**src/rtl/evt_irq_pkg.sv**
```systemverilog
package evt_irq_pkg;

  // Output form of the interrupt line; bit 1 selects pulse, bit 0 selects low polarity
  typedef enum logic [1:0] {
    FORM_LEVEL_HI = 2'd0,
    FORM_LEVEL_LO = 2'd1,
    FORM_PULSE_HI = 2'd2,
    FORM_PULSE_LO = 2'd3
  } irq_form_e;

  localparam logic [1:0] ADDR_FLAGS = 2'd0;
  localparam logic [1:0] ADDR_MASK  = 2'd1;
  localparam logic [1:0] ADDR_CTRL  = 2'd2;

endpackage

```
**src/rtl/evt_irq_decode.sv**
```systemverilog
module evt_irq_decode
  import evt_irq_pkg::*;
#(
  parameter int SRC_N    = 7,
  parameter int DATA_W   = 8,
  parameter int ADDR_W   = 2,
  parameter int FORM_LSB = 6
) (
  input  logic              clk,
  input  logic              rst,
  input  logic [ADDR_W-1:0] reg_addr,
  input  logic              reg_wr,
  input  logic [DATA_W-1:0] reg_wdata,
  input  logic [SRC_N-1:0]  flags,
  input  logic [SRC_N-1:0]  mask,
  input  irq_form_e         form,
  output logic [SRC_N-1:0]  flag_clr,
  output logic              mask_we,
  output logic [SRC_N-1:0]  mask_wdata,
  output logic              form_we,
  output irq_form_e         form_wdata,
  output logic [DATA_W-1:0] reg_rdata
);

  logic sel_flags, sel_mask, sel_ctrl;
  logic [DATA_W-1:0] rd_next;

  always_comb begin
    sel_flags = (reg_addr == ADDR_W'(ADDR_FLAGS));
    sel_mask  = (reg_addr == ADDR_W'(ADDR_MASK));
    sel_ctrl  = (reg_addr == ADDR_W'(ADDR_CTRL));
  end

  // Write strobes toward the storage blocks
  always_comb begin
    flag_clr   = (reg_wr && sel_flags) ? reg_wdata[SRC_N-1:0] : '0;
    mask_we    = reg_wr && sel_mask;
    mask_wdata = reg_wdata[SRC_N-1:0];
    form_we    = reg_wr && sel_ctrl;
    form_wdata = irq_form_e'(reg_wdata[FORM_LSB +: 2]);
  end

  // Read mux; unused bits and unused addresses return zero
  always_comb begin
    rd_next = '0;
    if (sel_flags)     rd_next[SRC_N-1:0]    = flags;
    else if (sel_mask) rd_next[SRC_N-1:0]    = mask;
    else if (sel_ctrl) rd_next[FORM_LSB +: 2] = form;
  end

  always_ff @(posedge clk) begin
    if (rst) reg_rdata <= '0;
    else     reg_rdata <= rd_next;
  end

endmodule

```
**src/rtl/evt_irq_flags.sv**
```systemverilog
module evt_irq_flags #(
  parameter int SRC_N = 7
) (
  input  logic             clk,
  input  logic             rst,
  input  logic [SRC_N-1:0] evt_pulse,
  input  logic [SRC_N-1:0] flag_clr,
  output logic [SRC_N-1:0] flags
);

  // One sticky cell per source; a fresh event outranks a clear in the same cycle
  for (genvar i = 0; i < SRC_N; i++) begin : g_cell
    always_ff @(posedge clk) begin
      if (rst)               flags[i] <= 1'b0;
      else if (evt_pulse[i]) flags[i] <= 1'b1;
      else if (flag_clr[i])  flags[i] <= 1'b0;
    end
  end

endmodule

```
**src/rtl/evt_irq_cfg.sv**
```systemverilog
module evt_irq_cfg
  import evt_irq_pkg::*;
#(
  parameter int SRC_N = 7
) (
  input  logic             clk,
  input  logic             rst,
  input  logic             mask_we,
  input  logic [SRC_N-1:0] mask_wdata,
  input  logic             form_we,
  input  irq_form_e        form_wdata,
  output logic [SRC_N-1:0] mask,
  output irq_form_e        form
);

  localparam logic [SRC_N-1:0] MASK_RST = {SRC_N{1'b1}};

  always_ff @(posedge clk) begin
    if (rst) begin
      mask <= MASK_RST;
      form <= FORM_LEVEL_HI;
    end else begin
      if (mask_we) mask <= mask_wdata;
      if (form_we) form <= form_wdata;
    end
  end

endmodule

```
**src/rtl/evt_irq_former.sv**
```systemverilog
module evt_irq_former
  import evt_irq_pkg::*;
#(
  parameter int SRC_N = 7
) (
  input  logic             clk,
  input  logic             rst,
  input  logic [SRC_N-1:0] flags,
  input  logic [SRC_N-1:0] mask,
  input  irq_form_e        form,
  output logic             irq_out
);

  logic [SRC_N-1:0] live, live_prev;
  logic pending, fresh, asserted;

  always_comb begin
    live    = flags & ~mask;
    pending = |live;
    fresh   = |(live & ~live_prev);
    unique case (form)
      FORM_LEVEL_HI, FORM_LEVEL_LO: asserted = pending;
      default:                      asserted = fresh;
    endcase
  end

  always_ff @(posedge clk) begin
    if (rst) begin
      live_prev <= '0;
      irq_out   <= 1'b0;
    end else begin
      live_prev <= live;
      irq_out   <= asserted ^ form[0];
    end
  end

endmodule

```
**src/rtl/evt_irq_unit.sv**
```systemverilog
module evt_irq_unit
  import evt_irq_pkg::*;
#(
  parameter int SRC_N    = 7,
  parameter int DATA_W   = 8,
  parameter int ADDR_W   = 2,
  parameter int FORM_LSB = 6
) (
  input  logic              clk,
  input  logic              rst,
  input  logic [SRC_N-1:0]  evt_pulse,
  input  logic [ADDR_W-1:0] reg_addr,
  input  logic              reg_wr,
  input  logic [DATA_W-1:0] reg_wdata,
  output logic [DATA_W-1:0] reg_rdata,
  output logic              irq_out
);

  logic [SRC_N-1:0] flag_q, mask_q, flag_clr, mask_wdata;
  logic             mask_we, form_we;
  irq_form_e        form_q, form_wdata;

  evt_irq_decode #(
    .SRC_N(SRC_N), .DATA_W(DATA_W), .ADDR_W(ADDR_W), .FORM_LSB(FORM_LSB)
  ) u_decode (
    .clk(clk), .rst(rst),
    .reg_addr(reg_addr), .reg_wr(reg_wr), .reg_wdata(reg_wdata),
    .flags(flag_q), .mask(mask_q), .form(form_q),
    .flag_clr(flag_clr), .mask_we(mask_we), .mask_wdata(mask_wdata),
    .form_we(form_we), .form_wdata(form_wdata), .reg_rdata(reg_rdata)
  );

  evt_irq_flags #(.SRC_N(SRC_N)) u_flags (
    .clk(clk), .rst(rst), .evt_pulse(evt_pulse), .flag_clr(flag_clr), .flags(flag_q)
  );

  evt_irq_cfg #(.SRC_N(SRC_N)) u_cfg (
    .clk(clk), .rst(rst),
    .mask_we(mask_we), .mask_wdata(mask_wdata),
    .form_we(form_we), .form_wdata(form_wdata),
    .mask(mask_q), .form(form_q)
  );

  evt_irq_former #(.SRC_N(SRC_N)) u_former (
    .clk(clk), .rst(rst), .flags(flag_q), .mask(mask_q), .form(form_q), .irq_out(irq_out)
  );

endmodule

```
**config.mk**
```make
export PLATFORM = sky130hd
export DESIGN_NAME = evt_irq_unit
export DESIGN_NICKNAME = d
export VERILOG_FILES = /design/src/rtl/evt_irq_pkg.sv /design/src/rtl/evt_irq_decode.sv /design/src/rtl/evt_irq_flags.sv /design/src/rtl/evt_irq_cfg.sv /design/src/rtl/evt_irq_former.sv /design/src/rtl/evt_irq_unit.sv
export SDC_FILE = /design/constraint.sdc
export NUM_CORES = 1
export LEC_CHECK = 0
export ABC_AREA = 1
export BUFFER_PORTS_ARGS = -buffer_cell sky130_fd_sc_hd__clkbuf_2
export CORE_ASPECT_RATIO = 1.2
export CORE_UTILIZATION = 57
export CTS_CLUSTER_SIZE = 25
export DETAILED_ROUTE_END_ITERATION = 12
export PLACE_DENSITY = 0.83
export SYNTH_ARGS = -nofsm -noshare
export SYNTH_HDL_FRONTEND = slang
export SYNTH_HIERARCHICAL = 1
export SYNTH_SLANG_ARGS = --single-unit
export TNS_END_PERCENT = 10
```
**constraint.sdc**
```tcl
create_clock -name clk -period 2.3 [get_ports clk]
set_input_delay 0.46 -clock clk [delete_from_list [all_inputs] [get_ports clk]]
set_output_delay 0.46 -clock clk [all_outputs]
set_load 0.01 [all_outputs]
```
==> run summary, run 1 <==
Critical R2R Capture = u_former/irq_out$_SDFF_PP0_
ANT nets after route = 0
Peak VDD IR = 563.4 uV
Clock Latency Late Sink = 0.32 ns
RSZ-0062 raised after global routing = no
TNS Setup = 0 ns
Final Max Tran Viols = 0
Worst Reg-to-Reg Cells = 7
Worst path max stage delay = 0.32 ns
initial core utilization = 0.6110
Post-Syn Nets = 226
max cap viols = 0
Crit. path cell count = 1
Clk pin slew, worst setup/hold paths = 0.09 ns
Num CTS Buffers = 5
Final Hold Fails = 0
Setup CP Type = reg -> out
IO buf count = 28
clk root buf = clkbuf_4
top achievable clock speed = 0.8152 GHz
num rows = 19
HP Class = in -> reg
Yosys cell types = 15
FF-to-FF Start = u_cfg/mask[2]$_SDFFE_PP1P_
Critical Path Fanout Max = 1
Hold Buf Count CTS = 0
syn avg cell area = 6.839 um2
Die Span Y = 56.46 um
final worst path period share = 0.5334
crit path launch = u_decode/reg_rdata[4]$_SDFF_PP0_
Area Overhead vs Synth = 11.19%
Max clock buf depth = 2
layout cell share with drive strength beyond 1 = 0.1940
synthesized area = 1409 um2
TritonRoute pass-1 iters = 4
Slew @ Worst Pin = 0.3014 ns
TritonCTS clock tree = built
number of global-route vias before repair = 1109
first-pass GRT wire length = 4.526 mm
antenna violations before repair = 0
IO Count = 29
#FFs+latches synth = 32
status = complete, no violations
Final Wtd Congestion = 0.7803
final setup violation count = 0
Buffers & Inverters on Critical Path = 1
ANT cells = 0
drt drc = 0
endpoint class of the critical path = primary output
crit-path leading delay family = flip-flops
Power per Cell Area = 646.3 nW/um2
pin count of the biggest net entering global routing = 23
CP arrival = 0.77 ns
Req. time, crit path = 1.84 ns
max_slew headroom = 0.7978
Worst setup SP type = flop
design area = 1567 um2
Worst Setup EP = reg_rdata[4]
die area = 2675 um2
CTS sink cnt = 32
Detailed Route Iter0 Violations = 26
FF-to-FF setup slack = 1.25 ns
Placed Area = 1520 um2
Leakage = 0.8756 nW
Via Count = 1234
Remaining Overflow, GRT = 0
Die W = 47.39 um
post-CTS sizing = 0
total global-route track usage = 0.2363
post-synthesis cell count = 206
clock skew = 0.001671 ns
postcts setup bufs = 0
H-tree levels = 2
Routed WL per cell = 10.11 um
Nets = 252
DPL Wire Length = 1.898 mm
layout filler cell count = 226
Final Critical Period = 1.227 ns
Yosys warnings = 6
Total Wirelength = 2.660 mm
routed vias/inst = 4.692
Seq/Total Area, Yosys = 0.4547
CP cell instances = clkbuf_2
core area = 2306 um2
slowest CP cell = dfxtp_1
## metrics by stage
stage                     power [mW]  hold slack, ns  std cells  setup WS [ns]    util
after global placement        0.7326          0.4645        256         0.8942  0.6593
after CTS                      1.022          0.3358        263          1.055  0.6793
after global routing           1.068          0.3346        263         0.9969  0.6793
final                          1.012          0.3467        263          1.073  0.6793
after detailed placement      0.7356          0.4661        256         0.8622  0.6593
after floorplan               0.6949          0.4431        206          1.182       -
## how the worst min path moves through the flow
stage                                     startpoint                                to  slack, ns  cells after the start
after detailed placement  u_cfg/mask[6]$_SDFFE_PP1P_        u_cfg/mask[6]$_SDFFE_PP1P_       0.47                      2
final                                   evt_pulse[3]     u_flags/flags[3]$_SDFFE_PP0P_       0.35                      3
after global routing                    evt_pulse[5]     u_flags/flags[5]$_SDFFE_PP0P_       0.33                      3
after global placement    u_cfg/mask[4]$_SDFFE_PP1P_        u_cfg/mask[4]$_SDFFE_PP1P_       0.46                      2
after floorplan           u_cfg/form[1]$_SDFFE_PP0P_  u_decode/reg_rdata[7]$_SDFF_PP0_       0.44                      2
after CTS                               evt_pulse[5]     u_flags/flags[5]$_SDFFE_PP0P_       0.34                      3
## per-layer routing
layer	global-route usage	share of wire	wire length, um	vias to the layer above
met5	0	0	0	-
met4	0.08163	0.014	38	0
met3	0.08682	0.067	179	5
met2	0.3581	0.49	1307	45
met1	0.3017	0.43	1133	534
li1	-	-	-	650
## cells in the final DEF (no fill, tap or decap)
cell      Yosys  routed
nor2_1       25      25
clkinv_1      1       1
buf_4         9       2
inv_2         3       3
clkinv_2      0       1
nand3b_1      3       3
nand2_1      56      56
nor3_1        1       1
nand2_2       4       4
inv_1        39      39
clkbuf_1      1       1
clkbuf_2      0      28
clkbuf_4      0       5
nor2_4        2       2
nand3_1      15      15
a21oi_1      14      14
dfxtp_1      32      32
## synthesized netlist by cell type
master	number	area share
nor3_1	1	0.0035
nand3_1	15	0.053
nor2_4	2	0.016
nand3b_1	3	0.016
inv_2	3	0.0080
inv_1	39	0.10
nand2_2	4	0.018
nand2_1	56	0.15
dfxtp_1	32	0.45
clkinv_1	1	0.0027
clkbuf_1	1	0.0027
buf_4	9	0.048
buf_6	1	0.0080
a21oi_1	14	0.050
nor2_1	25	0.067
## power breakdown
part	internal (mW)	switching, mW	total (mW)	leakage (nW)
registers	0.582	0.0183	0.600	0.263
logic	0.0495	0.0737	0.123	0.584
clock network	0.112	0.177	0.289	0.0281
## state kept, by name, indices dropped and copies added (netlist names)
signal and cells:
u_cfg/mask 7, u_former/live_prev 7, u_decode/reg_rdata 8, u_cfg/form 2
u_flags/flags 7, u_former/irq_out 1
## final cells by class
class | instances | area (um2) | share of cell area
inverter | 43 | 161.4 | 0.1030
sequential | 32 | 640.6 | 0.4089
clock inverter | 1 | 5.005 | 0.003195
timing repair buffer | 30 | 155.1 | 0.09904
multi-input combinational | 120 | 524.3 | 0.3347
tap | 31 | 38.79 | 0.02476
clock buffer | 6 | 41.29 | 0.02636
## cells by family after synthesis
group	share of synthesized area
DFF	0.4547
and+or+nand+nor	0.3224
AOI/OAI and AO/OA	0.04974
buffers and inverters	0.1732
No activity file was read; power rests on OpenSTA's default activity.
==> run 2: changes to the inputs <==
--- a/config.mk
+++ b/config.mk
@@ -5,13 +5,13 @@
 export SDC_FILE = /design/constraint.sdc
 export NUM_CORES = 1
 export LEC_CHECK = 0
-export ABC_AREA = 1
+export ABC_AREA = 0
 export BUFFER_PORTS_ARGS = -buffer_cell sky130_fd_sc_hd__clkbuf_2
 export CORE_ASPECT_RATIO = 1.2
-export CORE_UTILIZATION = 57
+export CORE_UTILIZATION = 53
 export CTS_CLUSTER_SIZE = 25
 export DETAILED_ROUTE_END_ITERATION = 12
-export PLACE_DENSITY = 0.83
+export PLACE_DENSITY = 0.77
 export SYNTH_ARGS = -nofsm -noshare
 export SYNTH_HDL_FRONTEND = slang
 export SYNTH_HIERARCHICAL = 1
==> constraint.sdc (replaced) <==
create_clock -name clk -period 1.17 [get_ports clk]
set_input_delay 0.234 -clock clk [delete_from_list [all_inputs] [get_ports clk]]
set_output_delay 0.234 -clock clk [all_outputs]
set_load 0.01 [all_outputs]
==> run summary, run 2 <==
status = complete, but fails checks
violations in the final reports = negative setup slack
Yosys warnings = 6 (unchanged)
max_slew headroom = 0.7360 (-0.06177)
post-synthesis simple-gate area fraction = 0.2746 (-0.04782)
final worst path period share = 1.201
max reg flops = 8 (unchanged)
Routed WL per cell = 12.39 um (+23%)
TritonRoute pass-1 iters = 4 (unchanged)
Area Overhead vs Synth = 22.89%
largest family of logic cells by synthesized area = simple AND/OR/NAND/NOR gates
commonest non-fill, non-tap cells in the layout = 28 x clkbuf_2, 28 x dfxtp_1, 21 x buf_4
endpoint class of the critical path = flop
Post-synth top cells = 32 x dfxtp_1, 9 x buf_4, 9 x inv_1
Die W = 49.36 um (+4.2%)
Remaining Overflow, GRT = 0 (unchanged)
asr flop ratio synth = 0 (unchanged)
IO Count = 29 (unchanged)
Nets = 202 (-20%)
slowest CP cell = or3b_1
antenna violations before repair = 0 (unchanged)
pre-CTS setup slack = -0.2008 ns (-1.063 ns)
Hold Buf Count CTS = 0 (unchanged)
Seq/Total Area, Yosys = 0.4491 (-0.005584)
total chip power = 2.335 mW (+130%)
Max clock buf depth = 2 (unchanged)
Storage cell area = 645.6 um2 (+0.78%)
EDFF count, synth = 0 (unchanged)
Final Wtd Congestion = 0.8028 (+2.9%)
#FFs+latches synth = 32 (unchanged)
initial core utilization = 0.5588 (-0.05214)
Synth area leaders = dfxtp_1 45%, nand2b_4 6.8%, mux2i_1 5.6%
max cap viols = 0 (unchanged)
Top reg by flops = u_decode/reg_rdata
Power per Cell Area = 1332 nW/um2 (+110%)
postcts setup bufs = 0 (unchanged)
Via Count = 1064 (-14%)
Total Wirelength = 2.677 mm (+0.64%)
Buffers & Inverters on Critical Path = 0 (-1)
drt drc = 0 (unchanged)
Primary FF master, synth = dfxtp_1
count leader, synth = dfxtp_1
Worst path max stage delay = 0.38 ns (+0.06 ns)
Post-Synth Adder-Cell Area = 0 (unchanged)
routed vias/inst = 4.926 (+5.0%)
num rows = 20 (+1)
syn avg cell area = 10.19 um2 (+49%)
post-synthesis cell count = 140 (-32%)
HP Class = in -> reg
Yosys cell types = 29 (+14)
multiplexer share of the synthesized area = 0.05614 (+0.05614)
Peak VDD IR = 899.4 uV (+60%)
total global-route track usage = 0.2228 (-0.01349)
Critical Path Fanout Max = 2 (+1)
layout cell share with drive strength beyond 1 = 0.4699 (+0.2760)
Fin Hold WS = 0.08758 ns (-0.2591 ns)
area taken by multi-input logic gates = 654.4 um2 (+25%)
ANT cells = 0 (unchanged)
placed cell count = 208 (-19%)
Final Max Tran Viols = 0 (unchanged)
RSZ-0062 raised after global routing = yes
Req. time, crit path = 1.45 ns (-0.39 ns)
TNS Setup = -0.2354 ns (-0.2354 ns)
Die Span Y = 58.83 um (+4.2%)
first-pass GRT wire length = 4.540 mm (+0.31%)
clock skew = 0.01090 ns (+0.009225 ns)
IO buf count = 28 (unchanged)
number of global-route vias before repair = 1008 (-9.1%)
Worst setup SP type = flop
CTS sink cnt = 32 (unchanged)
Finished Layout Cells = 216 (-18%)
core area = 2552 um2 (+11%)
Clock Latency Late Sink = 0.35 ns (+0.03 ns)
clk root buf = clkbuf_4
FF-to-FF setup slack = -0.24 ns (-1.49 ns)
layout filler cell count = 232 (+2.7%)
die area = 2904 um2 (+8.5%)
Num CTS Buffers = 5 (unchanged)
Detailed Route Iter0 Violations = 12 (-54%)
synthesized area = 1426 um2 (+1.2%)
ANT nets after route = 0 (unchanged)
Synth Area in Compound Gates = 0.1202 (+0.07044)
CP arrival = 1.69 ns (+0.92 ns)
Leakage = 0.7935 nW (-9.4%)
Setup CP Type = reg -> reg
fin worst setup slack = -0.2354 ns (-1.309 ns)
TritonCTS clock tree = built
pin count of the biggest net entering global routing = 15 (-35%)
Final Hold Fails = 0 (unchanged)
Slew @ Worst Pin = 0.3960 ns (+0.09452 ns)
top cell type's share of synthesized area = 0.4491 (-0.005584)
Clk pin slew, worst setup/hold paths = 0.11 ns (+0.02 ns)
Final Util = 0.6868 (+0.007438)
crit-path leading delay family = simple AND/OR/NAND/NOR gates
final setup violation count = 1 (+1)
DPL Wire Length = 2.048 mm (+7.9%)
H-tree levels = 2 (unchanged)
Yosys top cell by area = dfxtp_1
Post-Synth XOR/XNOR Area = 0 (unchanged)
Final Critical Period = 1.405 ns
design area = 1753 um2 (+12%)
Placed Area = 1659 um2 (+9.1%)
top achievable clock speed = 0.7116 GHz
CP cell instances = or3b_1 > o2111ai_2 > nor3_2 > or3_1 > a21oi_1
Post-Syn Nets = 160 (-29%)
[run 2: cell types whose count changed after synthesis, sizes merged, moves of 8 or more]
cell | previous run | this run
mux2i | 0 | 8
nor2b | 0 | 8
nand2 | 60 | 1
nand2b | 0 | 13
nand3 | 15 | 0
nor2 | 27 | 14
inv | 42 | 9
[run 2: cell type report]
type / instances / share of cell area
clock buffers: 5 / 0.02141
well taps: 33 / 0.02355
repair buffers: 49 / 0.1699
flip-flops and latches: 32 / 0.3683
inverters: 9 / 0.01927
clock inverters: 3 / 0.02427
multi-input cells: 85 / 0.3733
[run 2: power breakdown]
part / switching (mW) / internal [mW]
registers: 0.0240 / 1.14
logic: 0.148 / 0.175
clock network: 0.398 / 0.445
total: 0.571 / 1.76
[run 2: path summary, 6_finish.rpt]
| check | from | end | cells after the start |
|---|---|---|---|
| min reg2reg | u_flags/flags[5]$_SDFFE_PP0P_ | u_flags/flags[5]$_SDFFE_PP0P_ | 2 |
| max | u_cfg/mask[1]$_SDFFE_PP1P_ | u_former/irq_out$_SDFF_PP0_ | 5 |
| min | evt_pulse[2] | u_flags/flags[2]$_SDFFE_PP0P_ | 3 |
| max reg2reg | u_cfg/mask[1]$_SDFFE_PP1P_ | u_former/irq_out$_SDFF_PP0_ | 5 |
[run 2: worst register-to-register path: stages, from the launching register on]
cell and delay, ns:
dfxtp_2 0.33, or3b_1 0.38, o2111ai_2 0.10, nor3_2 0.06, or3_1 0.34, a21oi_1 0.12
[run 2: metal layers]
layer,vias up,track usage,wire length (um)
met5,-,0,0
met4,0,0.1261,62
met3,6,0.08010,117
met2,24,0.3816,1414
met1,490,0.2376,1082
li1,544,-,-
[run 2: logic make-up (layout without fill, tap and decap cells)]
| family | Yosys count | after routing |
|---|---|---|
| simple gates | 54 | 54 |
| compound gates | 23 | 23 |
| mux | 8 | 8 |
| flops | 32 | 32 |
| buf+inv | 23 | 66 |
[run 2: repair_timing]
item                       in CTS  in global routing
pin swaps                       1                  0
gates resized for setup         1                  3
setup endpoints to repair       1                  1
==> run 3: changes to the inputs <==
--- a/config.mk
+++ b/config.mk
@@ -8,12 +8,11 @@
 export ABC_AREA = 0
 export BUFFER_PORTS_ARGS = -buffer_cell sky130_fd_sc_hd__clkbuf_2
 export CORE_ASPECT_RATIO = 1.2
-export CORE_UTILIZATION = 53
+export CORE_UTILIZATION = 51
 export CTS_CLUSTER_SIZE = 25
 export DETAILED_ROUTE_END_ITERATION = 12
 export PLACE_DENSITY = 0.77
 export SYNTH_ARGS = -nofsm -noshare
 export SYNTH_HDL_FRONTEND = slang
-export SYNTH_HIERARCHICAL = 1
 export SYNTH_SLANG_ARGS = --single-unit
 export TNS_END_PERCENT = 10
==> run summary, run 3 <==
Critical R2R Capture = u_former.irq_out$_SDFF_PP0_
layout cell share with drive strength beyond 1 = 0.3730 (-0.09697)
Final Critical Period = 1.434 ns (+0.02832 ns)
Hold Crit Depth = 3 (unchanged)
Detailed Route Iter0 Violations = 22 (+10)
antenna violations before repair = 0 (unchanged)
Seq/Total Area, Yosys = 0.5322 (+0.08310)
top cell type's share of synthesized area = 0.5322 (+0.08310)
ANT nets after route = 0 (unchanged)
Remaining Overflow, GRT = 0 (unchanged)
num rows = 18 (-10%)
CTS sink cnt = 32 (unchanged)
drt drc = 0 (unchanged)
CP cell instances = or3b_4 > o2111ai_2 > nor3_2 > or3_4 > a21oi_2
Setup CP Type = reg -> reg
first-pass GRT wire length = 4.623 mm (+1.8%)
layout filler cell count = 160 (-31%)
Final Wtd Congestion = 0.7903 (-1.6%)
clk root buf = clkbuf_4
Yosys cell types = 24 (-17%)
Routed WL per cell = 12.77 um (+3.0%)
Clk pin slew, worst setup/hold paths = 0.10 ns (about the same)
HP Class = in -> reg
max reg flops = 8 (unchanged)
syn avg cell area = 8.982 um2 (-12%)
Total Wirelength = 2.745 mm (+2.5%)
EDFF count, synth = 0 (unchanged)
CP arrival = 1.70 ns (about the same)
TritonRoute pass-1 iters = 4 (unchanged)
Clock Latency Late Sink = 0.33 ns (-0.02 ns)
Yosys warnings = 0 (-6)
slowest CP cell = or3b_4
Storage cell area = 645.6 um2 (unchanged)
Area Overhead vs Synth = 33.89%
Final Hold Fails = 0 (unchanged)
pin count of the biggest net entering global routing = 16 (+1)
initial core utilization = 0.5626 (+0.003749)
FF-to-FF setup slack = -0.26 ns (-0.03 ns)
max cap viols = 0 (unchanged)
Worst path max stage delay = 0.37 ns (about the same)
clock skew = 0.01039 ns (-0.0005021 ns)
Worst Reg-to-Reg Cells = 5 (unchanged)
Fin Hold WS = 0.1011 ns (+0.01348 ns)
max_slew headroom = 0.7950 (+0.05899)
TNS Setup = -0.2637 ns (-0.02832 ns)
synthesized area = 1204 um2 (-16%)
Peak VDD IR = 1005 uV (+12%)
core area = 2140 um2 (-16%)
Yosys top cell by area = dfxtp_1
Die W = 46.35 um (-6.1%)
Nets = 205 (+1.5%)
post-synthesis cell count = 134 (-4.3%)
Final Max Tran Viols = 0 (unchanged)
asr flop ratio synth = 0 (unchanged)
Leakage = 0.7649 nW (-3.6%)
status = complete, but fails checks
Hold Buf Count CTS = 0 (unchanged)
Critical Path Fanout Max = 3 (+1)
Max clock buf depth = 2 (unchanged)
H-tree levels = 2 (unchanged)
fin worst setup slack = -0.2637 ns (-0.02832 ns)
Req. time, crit path = 1.44 ns (about the same)
routed vias/inst = 5.158 (+4.7%)
IO buf count = 28 (unchanged)
Primary FF master, synth = dfxtp_1
IO Count = 29 (unchanged)
Post-synth top cells = 32 x dfxtp_1, 22 x nand2_1, 21 x nor2_1, 12 x a21oi_1
Final Util = 0.7532 (+0.06645)
Num CTS Buffers = 5 (unchanged)
crit-path leading delay family = simple AND/OR/NAND/NOR gates
endpoint class of the critical path = flop
pre-CTS setup slack = -0.2374 ns (-0.03659 ns)
FF-to-FF Start = u_flags.flags[5]$_SDFFE_PP0P_
final worst path period share = 1.225 (+0.02421)
RSZ-0062 raised after global routing = yes
violations in the final reports = negative setup slack
Worst setup SP type = flop
DPL Wire Length = 2.071 mm (+1.1%)
area taken by multi-input logic gates = 573.1 um2 (-12%)
Die Span Y = 55.22 um (-6.1%)
Buffers & Inverters on Critical Path = 0 (unchanged)
Hold EP = u_flags.flags[1]$_SDFFE_PP0P_
Post-Syn Nets = 154 (-3.8%)
Top reg by flops = u_decode.reg_rdata
commonest non-fill, non-tap cells in the layout = 28 x clkbuf_2, 28 x dfxtp_1, 22 x nand2_1, 22 x buf_4, 21 x nor2_1
Synth area leaders = dfxtp_1 53%, nand2_1 6.9%, nor2_1 6.5%
die area = 2559 um2 (-12%)
Via Count = 1109 (+4.2%)
top achievable clock speed = 0.6975 GHz (-2.0%)
count leader, synth = dfxtp_1
#FFs+latches synth = 32 (unchanged)
postcts setup bufs = 0 (unchanged)
number of global-route vias before repair = 1128 (+12%)
ANT cells = 0 (unchanged)
Power per Cell Area = 1268 nW/um2 (-4.8%)
total global-route track usage = 0.2519 (+0.02908)
worst hold start = evt_pulse[1]
final setup violation count = 1 (unchanged)
TritonCTS clock tree = built
Slew @ Worst Pin = 0.3068 ns (-0.08912 ns)
run 3: cell count changes after synthesis, moves of 4 or more:
cell      change
nor2_2        -6
buf_4         -9
nor2_1       +13
a211o_2       -4
nand3b_1      +7
inv_1         -8
a21oi_1       +4
nand2_1      +21
nand2b_4      -7
and2_1        -7
run 3: final cells by class:
type	count	area share
inverter	1	0.002329
tap	30	0.02329
clock buffer	6	0.02562
timing repair buffer	50	0.1894
clock inverter	1	0.003106
multi-input combinational	95	0.3556
sequential	32	0.4006
run 3: routing by layer:
layer / global-route usage / share of wire / vias up
met1: 0.2604 / 0.41 / 527
met5: 0 / 0 / -
met3: 0.09477 / 0.035 / 11
met4: 0.1218 / 0.030 / 0
met2: 0.4206 / 0.53 / 21
li1: - / - / 550
run 3: logic make-up after synthesis:
family	synth area share
flip-flops	0.5322
AO/OA/AOI/OAI	0.07900
buffers and inverters	0.02286
multiplexers	0.05821
AND/OR/NAND/NOR	0.3077
run 3: worst max path at each step:
stage                                     start                          end  slack, ns  cells after the start
5_1_grt           u_flags.flags[5]$_SDFFE_PP0P_  u_former.irq_out$_SDFF_PP0_      -0.30                      5
4_1_cts              u_cfg.mask[4]$_SDFFE_PP1P_  u_former.irq_out$_SDFF_PP0_      -0.26                      5
2_1_floorplan     u_flags.flags[4]$_SDFFE_PP0P_  u_former.irq_out$_SDFF_PP0_      -0.12                      5
3_3_place_gp   u_former.live_prev[4]$_SDFF_PP0_  u_former.irq_out$_SDFF_PP0_      -0.14                      5
6_report          u_flags.flags[5]$_SDFFE_PP0P_  u_former.irq_out$_SDFF_PP0_      -0.26                      5
3_5_place_dp         u_cfg.mask[4]$_SDFFE_PP1P_  u_former.irq_out$_SDFF_PP0_      -0.24                      5
run 3: worst register-to-register path: stages (launching register included):
cell and delay [ns]:
dfxtp_2 0.34, or3b_4 0.37, o2111ai_2 0.10, nor3_2 0.07, or3_4 0.37, a21oi_2 0.12
run 3: stage by stage:
step	total power, mW	cell area, um2	cells
after floorplan	1.331	1224	134
after global placement	1.462	1543	208
after detailed placement	1.474	1543	208
after CTS	2.042	1593	215
after global routing	2.136	1612	215
final	2.044	1612	215
run 3: power breakdown:
part | total, mW | switching, mW | leakage (nW) | internal (mW)
combinational | 0.289 | 0.135 | 0.474 | 0.154
sequential | 1.17 | 0.0262 | 0.263 | 1.14
clock | 0.586 | 0.365 | 0.0281 | 0.221
run 3: repair_timing:
action	in CTS	in global routing
pin swaps	0	2
setup endpoints to repair	1	1
gates resized for setup	1	4
gates cloned	0	0
